$ cat src/rtl/omc_pkg.sv
package omc_pkg;

  localparam int CFG_W = 6;

  typedef struct packed {
    logic borrow_hi;
    logic borrow_lo;
    logic lend;
    logic gsel;
    logic bypass;
    logic pol;
  } omc_cfg_t;

  // Polarity-adjusted sum of own and borrowed terms
  function automatic logic term_sum(
    input logic own_any,
    input logic lo_any,
    input logic hi_any,
    input logic own_lend,
    input logic lo_lend,
    input logic hi_lend,
    input logic take_lo,
    input logic take_hi,
    input logic pol
  );
    logic s;
    s = (own_any & ~own_lend)
      | (lo_any & lo_lend & take_lo)
      | (hi_any & hi_lend & take_hi);
    return s ^ pol;
  endfunction

  // Flip-flop next state: write > clear > preset > edge > hold
  function automatic logic ff_next(
    input logic q,
    input logic wr,
    input logic wbit,
    input logic clr,
    input logic pre,
    input logic edge_hit,
    input logic d
  );
    if (wr)            return wbit;
    else if (clr)      return 1'b0;
    else if (pre)      return 1'b1;
    else if (edge_hit) return d;
    else               return q;
  endfunction

endpackage

$ cat src/rtl/omc_cfg_bank.sv
module omc_cfg_bank
  import omc_pkg::*;
#(
  parameter int NCELL = 16
) (
  input  logic                   clk,
  input  logic                   rst_n,
  input  logic [NCELL-1:0]       cfg_we,
  input  logic [CFG_W-1:0]       cfg_wdata,
  output logic [NCELL*CFG_W-1:0] cfg_flat
);

  genvar gi;
  generate
    for (gi = 0; gi < NCELL; gi++) begin : g_cfg
      logic [CFG_W-1:0] cfg_q;
      always_ff @(posedge clk) begin
        if (!rst_n)          cfg_q <= '0;
        else if (cfg_we[gi]) cfg_q <= cfg_wdata;
      end
      assign cfg_flat[gi*CFG_W +: CFG_W] = cfg_q;
    end
  endgenerate

endmodule

$ cat src/rtl/omc_term_sum.sv
module omc_term_sum
  import omc_pkg::*;
#(
  parameter int NPT = 4
) (
  input  logic [NPT-1:0] nat_own,
  input  logic [NPT-1:0] nat_lo,
  input  logic [NPT-1:0] nat_hi,
  input  logic           own_lend,
  input  logic           lo_lend,
  input  logic           hi_lend,
  input  logic           take_lo,
  input  logic           take_hi,
  input  logic           pol,
  output logic           sum_out
);

  logic own_any, lo_any, hi_any;
  assign own_any = |nat_own;
  assign lo_any  = |nat_lo;
  assign hi_any  = |nat_hi;

  assign sum_out = term_sum(own_any, lo_any, hi_any, own_lend, lo_lend,
                            hi_lend, take_lo, take_hi, pol);

  // A lending cell that takes nothing shows only its polarity
  always_comb begin
    if (own_lend === 1'b1 && take_lo === 1'b0 && take_hi === 1'b0 &&
        pol !== 1'bx)
      assert_lend_empty_R4: assert (sum_out == pol);
  end

endmodule

$ cat src/rtl/omc_cell_reg.sv
module omc_cell_reg
  import omc_pkg::*;
(
  input  logic clk,
  input  logic rst_n,
  input  logic pt_clk,
  input  logic gclk_rise,
  input  logic gsel,
  input  logic bypass,
  input  logic pt_pre,
  input  logic pt_clr,
  input  logic cpu_wr,
  input  logic cpu_bit,
  input  logic d_in,
  output logic cell_out
);

  logic q;
  logic ptclk_prev;
  logic ptclk_rise;
  logic take_edge;

  assign ptclk_rise = pt_clk & ~ptclk_prev;
  assign take_edge  = gsel ? gclk_rise : ptclk_rise;

  always_ff @(posedge clk) begin
    if (!rst_n) begin
      q          <= 1'b0;
      ptclk_prev <= 1'b0;
    end else begin
      ptclk_prev <= pt_clk;
      q          <= ff_next(q, cpu_wr, cpu_bit, pt_clr, pt_pre, take_edge, d_in);
    end
  end

  assign cell_out = bypass ? d_in : q;

  assert_cpu_load_R9: assert property (@(posedge clk) disable iff (!rst_n)
    cpu_wr |=> (q == $past(cpu_bit)));

  assert_clr_wins_R8: assert property (@(posedge clk) disable iff (!rst_n)
    (!cpu_wr && pt_clr) |=> !q);

  assert_pre_sets_R8: assert property (@(posedge clk) disable iff (!rst_n)
    (!cpu_wr && !pt_clr && pt_pre) |=> q);

  assert_edge_load_R6: assert property (@(posedge clk) disable iff (!rst_n)
    (!cpu_wr && !pt_clr && !pt_pre && take_edge) |=> (q == $past(d_in)));

  assert_hold_R6: assert property (@(posedge clk) disable iff (!rst_n)
    (!cpu_wr && !pt_clr && !pt_pre && !take_edge) |=> $stable(q));

endmodule

$ cat src/rtl/omc_bank.sv
module omc_bank
  import omc_pkg::*;
#(
  parameter int NCELL = 16,
  parameter int NPT   = 4
) (
  input  logic                 clk,
  input  logic                 rst_n,
  input  logic [NCELL*NPT-1:0] pt_native,
  input  logic [NCELL-1:0]     pt_clk,
  input  logic [NCELL-1:0]     pt_pre,
  input  logic [NCELL-1:0]     pt_clr,
  input  logic                 gclk_in,
  input  logic [NCELL-1:0]     cfg_we,
  input  logic [CFG_W-1:0]     cfg_wdata,
  input  logic [NCELL-1:0]     cpu_we,
  input  logic [NCELL-1:0]     cpu_wdata,
  output logic [NCELL-1:0]     pin_out,
  output logic [NCELL-1:0]     cpu_rdata,
  output logic [NCELL-1:0]     fb_out
);

  localparam int CFG_BITS = NCELL * CFG_W;

  logic [CFG_BITS-1:0] cfg_flat;
  logic [NCELL-1:0]    cell_out;
  logic [NCELL-1:0]    lend_vec;
  logic                gclk_prev;
  logic                gclk_rise;

  omc_cfg_bank #(.NCELL(NCELL)) u_cfg (
    .clk      (clk),
    .rst_n    (rst_n),
    .cfg_we   (cfg_we),
    .cfg_wdata(cfg_wdata),
    .cfg_flat (cfg_flat)
  );

  always_ff @(posedge clk) begin
    if (!rst_n) gclk_prev <= 1'b0;
    else        gclk_prev <= gclk_in;
  end
  assign gclk_rise = gclk_in & ~gclk_prev;

  genvar gi;
  generate
    for (gi = 0; gi < NCELL; gi++) begin : g_cell
      localparam int LO = (gi + NCELL - 1) % NCELL;
      localparam int HI = (gi + 1) % NCELL;

      omc_cfg_t cfg;
      logic     sum_x;

      assign cfg          = omc_cfg_t'(cfg_flat[gi*CFG_W +: CFG_W]);
      assign lend_vec[gi] = cfg.lend;

      omc_term_sum #(.NPT(NPT)) u_sum (
        .nat_own (pt_native[gi*NPT +: NPT]),
        .nat_lo  (pt_native[LO*NPT +: NPT]),
        .nat_hi  (pt_native[HI*NPT +: NPT]),
        .own_lend(cfg.lend),
        .lo_lend (lend_vec[LO]),
        .hi_lend (lend_vec[HI]),
        .take_lo (cfg.borrow_lo),
        .take_hi (cfg.borrow_hi),
        .pol     (cfg.pol),
        .sum_out (sum_x)
      );

      omc_cell_reg u_reg (
        .clk      (clk),
        .rst_n    (rst_n),
        .pt_clk   (pt_clk[gi]),
        .gclk_rise(gclk_rise),
        .gsel     (cfg.gsel),
        .bypass   (cfg.bypass),
        .pt_pre   (pt_pre[gi]),
        .pt_clr   (pt_clr[gi]),
        .cpu_wr   (cpu_we[gi]),
        .cpu_bit  (cpu_wdata[gi]),
        .d_in     (sum_x),
        .cell_out (cell_out[gi])
      );
    end
  endgenerate

  assign pin_out   = cell_out;
  assign cpu_rdata = cell_out;
  assign fb_out    = cell_out;

endmodule

$ cat config.mk
export PLATFORM = sky130hd
export DESIGN_NAME = omc_bank
export DESIGN_NICKNAME = d
export VERILOG_FILES = /design/src/rtl/omc_pkg.sv /design/src/rtl/omc_cfg_bank.sv /design/src/rtl/omc_term_sum.sv /design/src/rtl/omc_cell_reg.sv /design/src/rtl/omc_bank.sv
export SDC_FILE = /design/constraint.sdc
export NUM_CORES = 1
export LEC_CHECK = 0
export BUFFER_PORTS_ARGS = -buffer_cell sky130_fd_sc_hd__buf_2
export CAP_MARGIN = 20
export CORE_MARGIN = 4
export CORE_UTILIZATION = 51
export DETAILED_ROUTE_END_ITERATION = 6
export HOLD_SLACK_MARGIN = 0.05
export PLACE_DENSITY = 0.8
export REMOVE_ABC_BUFFERS = 1
export SETUP_SLACK_MARGIN = 0.15
export SYNTH_ARGS = -nofsm -noshare
export SYNTH_HDL_FRONTEND = slang
export SYNTH_SLANG_ARGS = --single-unit
$ cat constraint.sdc
create_clock -name clk -period 2.9 [get_ports clk]
set_clock_uncertainty 0.1 [all_clocks]
set_input_delay 0.58 -clock clk [delete_from_list [all_inputs] [get_ports clk]]
set_output_delay 0.58 -clock clk [all_outputs]
set_load 0.005 [all_outputs]
==> metrics.md, run 1 <==
| Metric | Value |
|---|---|
| All-Layer GR Usage | 22.8% |
| Mapped Cells | approximately 670 |
| RSZ-0062 raised after global routing | true |
| Mean Syn Cell Area | around 9.8 um2 |
| Async SR Flop Fraction | 0% |
| Total grt overflow | 0 |
| Number of port buffers | 216 |
| Synth top area share | between 30% and 40% |
| CTS buffer count | 17 |
| Mux cell area share after synthesis | ~16% |
| R2R depth | 12 |
| Critical-path cell list | buf_6, or4_4, a222oi_1, xnor2_1, mux2_4, buf_2 |
| First-pass GRT wire length | 26.5 mm |
| YS warnings | 0 |
| Placed cell area | ~0.0074 mm2 |
| Cts hold-fix bufs | 0 |
| Req. time, crit path | roughly 2200 ps |
| Arr. time, crit path | around 2200 ps |
| Vias in the first global route | between 5000 and 6000 |
| Power density over cell area | ~560 mW/mm2 |
| Minimum clock period | between 2000 and 3000 ps |
| Hold Vio Cnt, Final | 0 |
| Synthesized area | ~0.0066 mm2 |
| Top FF cell, synth | dfxtp_1 |
| Synth Register Bits | 129 |
| Lkg Pwr | approximately 3.9 nW |
| Antenna violations before repair | 0 |
| Failing checks | setup timing |
| Largest net degree at the start of global routing | 130 |
| Post-synth EDFFs | 0 |
| # DRC | 0 |
| F_max | approximately 340 MHz |
| Rel. slew slack | just under 70% |
| Detailed Place HPWL | about 11 mm |
| Via Count | 5578 |
| Final WS setup | -16.6 ps |
| DRT met1 WL | ~7.5 mm |
| Core Footprint | 0.0126 mm2 |
| TNS Setup | -86.0 ps |
| Cell taking the most area after synthesis | dfxtp_1 |
| Synth cell count leaders | 129 x dfxtp_1, 104 x nor2b_1, 96 x mux2i_1 |
| Max-slew violations | 0 |
| CP Depth | 6 |
| WL final | between 15 and 20 mm |
| WS Path Type | in2out |
| Worst Hold Class | in2reg |
| Simple-gate area share of the yosys netlist | between 20% and 30% |
| WP buf/inv | 2 |
| Via density | ~5.3 |
| Least-Margin Pin Slew | 475 ps |
| Hold depth | 2 |
| Row Count | 41 |
| Post-synthesis xor/xnor area fraction | roughly 1.2% |
| Die Y | 122 um |
| Area contributors post-synth | dfxtp_1 39%, mux2i_1 15%, nor2b_1 9.9% |
| CP max stage cell | or4_4 |
| Metal2 WL | roughly 8.4 mm |
| Number of fillers in the final layout | about 970 |
| CP top delay family | simple AND/OR/NAND/NOR gates |
| Clock transition at path regs | 50 ps |
| Num ports | around 220 |
| CTS max path bufs | 2 |
| Drt pass-1 iters | 4 |
| Post-route clock period utilization | 101% |
| Main combinational cell family by area after synthesis | simple AND/OR/NAND/NOR gates |
| Die width | about 120 um |
| Gp weighted congestion | roughly 0.8 |
| Clock sinks | roughly 130 |
| Final nets | about 1000 |
| # diodes | 0 |
| Count leader, synth | dfxtp_1 |
| Post-synthesis compound-gate area fraction | around an eighth |
| Max FO, Critical Path | 3 |
| Synth cell types | 33 |
| Post-synthesis sequential area ratio | between 30% and 40% |
| Detailed Route Iter0 Violations | 270 |
| Final Cell Area | between 0.008 and 0.009 mm2 |
| Startpoint types | input port |
| Mean routed wirelength per cell | ~17 um |
| Skew-Pair Late Insertion Delay | 410 ps |
| H-Tree Depth | 4 |
| Top sig layer | met4 |
| Post-Synth Adder-Cell Area | 0% |
| TritonCTS clock tree | done |
| Finish-stage setup viols | 9 |
| Layout Area Growth over Synthesis | 33.4% |
| Root Buffer | clkbuf_16 |
| Peak VDD IR | 372 uV |
| Outcome | finished with violations |
| Met3 Wirelength | about 1.2 mm |
| Antenna viol nets, final | 0 |
| Initial core utilization | between 50 and 60% |
| Crit path largest cell delay | 540 ps |
| Maxcap violations | 0 |
| Setup crit end kind | primary output |
| Layout cell share with drive strength beyond 1 | between 30% and 40% |
| Area of the die | roughly 0.015 mm2 |
==> cells in the final DEF, fill, tap and decap left out, types with 4 or more instances in the layout <==
cell type  count
a211oi_1       9
a21oi_1       16
a222oi_1       9
a31o_4         5
and2_1        27
and3b_1        7
buf_2        156
buf_4         34
buf_6         63
clkbuf_16     17
clkbuf_8       4
clkinv_2       4
dfxtp_1      129
inv_1         11
mux2_4         9
mux2i_1       96
nand2_1        7
nor2_1        16
nor2b_1      104
nor3b_1       16
nor4_1        12
o2111a_1       7
o211ai_1       7
o21ai_0       13
o221a_2        5
o31ai_1        7
o41a_1        13
or3_1         13
or4_1         13
or4_4          5
xnor2_1        9
==> through the flow <==
| step | cells | util [%] | setup WS [ps] | power (W) | hold WS [ps] |
|---|---|---|---|---|---|
| floorplan | 588 | - | 258 | 0.00231 | 374 |
| global placement | 984 | 59.0 | -34.7 | 0.00265 | 386 |
| detailed placement | 984 | 59.0 | -34.9 | 0.00266 | 401 |
| CTS | 1036 | 67.6 | -25.4 | 0.00487 | 260 |
| global route | 1044 | 69.6 | -112 | 0.00509 | 275 |
| finish | 1044 | 69.6 | -16.6 | 0.00491 | 277 |
==> registers in the layout, indices dropped and copies added, names as in the netlist <==
signal / cells
g_cell.u_reg.q: 16
u_cfg.g_cfg.cfg_q: 96
gclk_prev: 1
g_cell.u_reg.ptclk_prev: 16
==> layout make-up <==
cell class                      instances  area, um2  area share, %
Multi-Input combinational cell        448       3600           41.0
Sequential cell                       129       2580           29.4
Timing Repair Buffer                  254       1770           20.1
Clock buffer                           24        492           5.60
Tap cell                              172        215           2.45
Clock inverter                          6       80.1          0.912
Inverter                               11       41.3          0.470
==> layer usage <==
layer	up-vias	global-route usage, %
li1	2778	-
met1	2596	28.9
met2	182	38.2
met3	22	5.39
met4	0	7.98
met5	-	0
==> repair_timing <==
action | CTS | global route
resized for setup | 62 | 30
endpoints found under the setup margin | 48 | 49
cloned | 0 | 0
buffers inserted | 22 | 8
pin swaps | 38 | 20
==> logic make-up (layout without fill, tap and decap cells) <==
kind of cell | Yosys count | in the layout
AOI/OAI and AO/OA | 105 | 105
xor gates and xnor gates | 9 | 9
buffers and inverters | 96 | 295
DFF | 129 | 129
muxes | 105 | 105
and+or+nand+nor | 229 | 229
==> worst reg2reg max path, cell delays in order, from the launching register on <==
cell	delay, ps
dfxtp_1	330
o41a_1	170
a222oi_1	470
xnor2_1	170
buf_4	160
buf_4	120
buf_4	120
buf_4	130
buf_4	130
buf_6	100
buf_6	100
buf_6	100
o221a_4	260
==> final timing paths <==
| check | start | endpoint | slack [ps] |
|---|---|---|---|
| min reg2reg | u_cfg.g_cfg[13].cfg_q[4]$_SDFFE_PN0P_ | u_cfg.g_cfg[13].cfg_q[4]$_SDFFE_PN0P_ | 410 |
| max | pt_native[5] | fb_out[1] | -20 |
| max reg2reg | u_cfg.g_cfg[6].cfg_q[3]$_SDFFE_PN0P_ | g_cell[7].u_reg.q$_SDFFE_PN0P_ | 330 |
| min | pt_clk[5] | g_cell[5].u_reg.ptclk_prev$_SDFF_PN0_ | 280 |
==> power by group <==
group          internal [W]  leakage (nW)  switching [W]
logic              0.000514          2.55       0.000368
registers           0.00188          1.07      0.0000725
clock network       0.00134         0.286       0.000732
Power figures use the tool's default switching activity.
==> inputs of run 2 (changes only) <==
--- a/config.mk
+++ b/config.mk
@@ -11,4 +11,5 @@
 export CORE_UTILIZATION = 51
 export DETAILED_ROUTE_END_ITERATION = 6
+export GPL_TIMING_DRIVEN = 0
 export HOLD_SLACK_MARGIN = 0.05
 export PLACE_DENSITY = 0.8
@@ -18,2 +19,3 @@
 export SYNTH_HDL_FRONTEND = slang
 export SYNTH_SLANG_ARGS = --single-unit
+export TNS_END_PERCENT = 30
==> constraint.sdc (replaced) <==
create_clock -name clk -period 2.9 [get_ports clk]
set_clock_uncertainty 0.1 [all_clocks]
set_input_delay 0.58 -clock clk [delete_from_list [all_inputs] [get_ports clk]]
set_output_delay 0.58 -clock clk [all_outputs]
set_load 0.01 [all_outputs]
==> run 2 against run 1 <==
  * The flow still finishes with violations (setup timing)
  * Register-to-register slack improved by 30 ps
  * Global-route usage increased by 0.71 points
  * Fmax decreased by 0.95%
  * Cell count decreased by 0.86%
  * Critical path type unchanged
  * Largest cell class unchanged
  * Largest power group unchanged
==> metrics.md, run 2 (synthesis gave the netlist of run 1 again) <==
| Metric | Value |
|---|---|
| Outcome | finished with violations |
| Failing checks | setup timing |
| CTS buffer count | 17 |
| Layout cell share with drive strength beyond 1 | ~36% |
| Req. time, crit path | about 2200 ps |
| Largest net degree at the start of global routing | 70 |
| Cts hold-fix bufs | 0 |
| F_max | 340 MHz |
| Max FO, Critical Path | 3 |
| Startpoint types | input port |
| Skew-Pair Late Insertion Delay | 410 ps |
| Setup crit end kind | primary output |
| DRT met1 WL | between 7 and 8 mm |
| Max-slew violations | 0 |
| Minimum clock period | about 2900 ps |
| Hold Vio Cnt, Final | 0 |
| Core Footprint | about 0.013 mm2 |
| Num ports | around 220 |
| Internal Power | 0.00369 W |
| Row Count | 41 |
| Least-Margin Pin Slew | a little over 500 ps |
| Critical-path cell list | buf_6, or4_4, a222oi_1, xnor2_1, mux2_4, buf_6 |
| WS Path Type | in2out |
| Sw Ratio | around 25% |
| Clock Power Share | approximately 41% |
| Largest Register | u_cfg.g_cfg.cfg_q |
| Met3 Wirelength | between 1 and 1.5 mm |
| Via density | 5.41 |
| Drt pass-1 iters | 4 |
| Commonest cells after routing, fill and taps aside | 152 x buf_2, 129 x dfxtp_1, 104 x nor2b_1 |
| Worst Hold Class | in2reg |
| Via Count | between 5000 and 6000 |
| Detailed Route Iter0 Violations | 260 |
| Detailed Place HPWL | roughly 12 mm |
| Largest register FFs | between 90 and 100 |
| Arr. time, crit path | approximately 2300 ps |
| Die width | around 120 um |
| Finish-stage setup viols | 4 |
| First-pass GRT wire length | 27.4 mm |
| All-Layer GR Usage | 23.5% |
| Sequential Power Share | 40.0% |
| Die Y | 122 um |
| Final nets | 1019 |
| CP max stage cell | or4_4 |
| # diodes | 0 |
| RSZ-0062 raised after global routing | true |
| CP top delay family | simple AND/OR/NAND/NOR gates |
| Fin util | 69.3% |
| Number of port buffers | 216 |
| WL final | 17.4 mm |
| Commonest non-fill, non-tap cell in the layout | buf_2 |
| CP dominant cell by count | buf_6 |
| Mean routed wirelength per cell | ~17 um |
| Final WS setup | -44.6 ps |
| Number of fillers in the final layout | 977 |
| Rel. slew slack | around 65% |
| H-Tree Depth | 4 |
| Area of the die | ~0.015 mm2 |
| Antenna violations before repair | 0 |
| Initial core utilization | 52.1% |
| Sw power | between 0.001 and 0.0015 W |
| Crit path largest cell delay | 540 ps |
| Maxcap violations | 0 |
| TritonCTS clock tree | done |
| Top sig layer | met4 |
| Total grt overflow | 0 |
| Power density over cell area | ~560 mW/mm2 |
| WP buf/inv | 2 |
| Largest regs | u_cfg.g_cfg.cfg_q (96), g_cell.u_reg.ptclk_prev (16), g_cell.u_reg.q (16) |
| Clock transition at path regs | ~50 ps |
| Metal2 WL | between 8 and 9 mm |
| Peak VDD IR | ~380 uV |
| Combinational power share | 19.0% |
| Root Buffer | clkbuf_16 |
| Vias in the first global route | 5660 |
| Gp weighted congestion | about 0.78 |
| Antenna viol nets, final | 0 |
| Min Hold Slack | roughly 280 ps |
| Layout Area Growth over Synthesis | 33.0% |
| Post-route clock period utilization | 102% |
| Lkg Pwr | around 3.9 nW |
| CTS max path bufs | 2 |
| # DRC | 0 |
| Clock sinks | around 130 |
## run 2: through the flow
step                setup slack (ps)  setup TNS [ps]  instance area, um2  power [W]  instances
floorplan                        222               0                6080    0.00233        588
global placement               -56.1            -512                7380    0.00267        976
detailed placement             -55.9            -706                7410    0.00269        978
CTS                            -32.6            -137                8630    0.00489       1031
global route                   -86.0            -820                8750    0.00510       1035
finish                         -44.6            -143                8750    0.00489       1035
## run 2: layout make-up
type / count / area (um2) / share of cell area, %
Multi-Input combinational cell: 448 / 3590 / 41.0
Sequential cell: 129 / 2580 / 29.5
Timing Repair Buffer: 243 / 1750 / 20.0
Clock buffer: 29 / 551 / 6.29
Tap cell: 172 / 215 / 2.46
Inverter: 11 / 41.3 / 0.472
Clock inverter: 3 / 17.5 / 0.200
## run 2: worst paths after layout
check	slack, ps	endpoint	start	cells past startpoint
worst max-delay path	-40	cpu_rdata[1]	pt_native[5]	6
worst min-delay path	280	g_cell[5].u_reg.ptclk_prev$_SDFF_PN0_	pt_clk[5]	2
worst min register to register	410	u_cfg.g_cfg[13].cfg_q[4]$_SDFFE_PN0P_	u_cfg.g_cfg[13].cfg_q[4]$_SDFFE_PN0P_	2
worst max register to register	360	g_cell[1].u_reg.q$_SDFFE_PN0P_	u_cfg.g_cfg[0].cfg_q[3]$_SDFFE_PN0P_	14
## run 2: timing repair
action / in CTS / in global routing
pin swaps: 44 / 28
setup buffers: 21 / 4
gates resized for setup: 90 / 15
endpoints found under the setup margin: 48 / 50
## run 2: power by group through the flow
stage | Sequential [W] | Combinational [W] | Clock (W)
floorplan | 0.00196 | 0.000370 | 0
detailed placement | 0.00199 | 0.000701 | 0
global route | 0.00197 | 0.00101 | 0.00212
global placement | 0.00198 | 0.000686 | 0
CTS | 0.00195 | 0.000896 | 0.00204
finish | 0.00195 | 0.000929 | 0.00201
## run 2: routing by layer
| metal | vias up | track usage (%) |
|---|---|---|
| li1 | 2753 | - |
| met1 | 2604 | 27.8 |
| met2 | 200 | 40.3 |
| met3 | 39 | 6.45 |
| met4 | 0 | 9.66 |
| met5 | - | 0 |
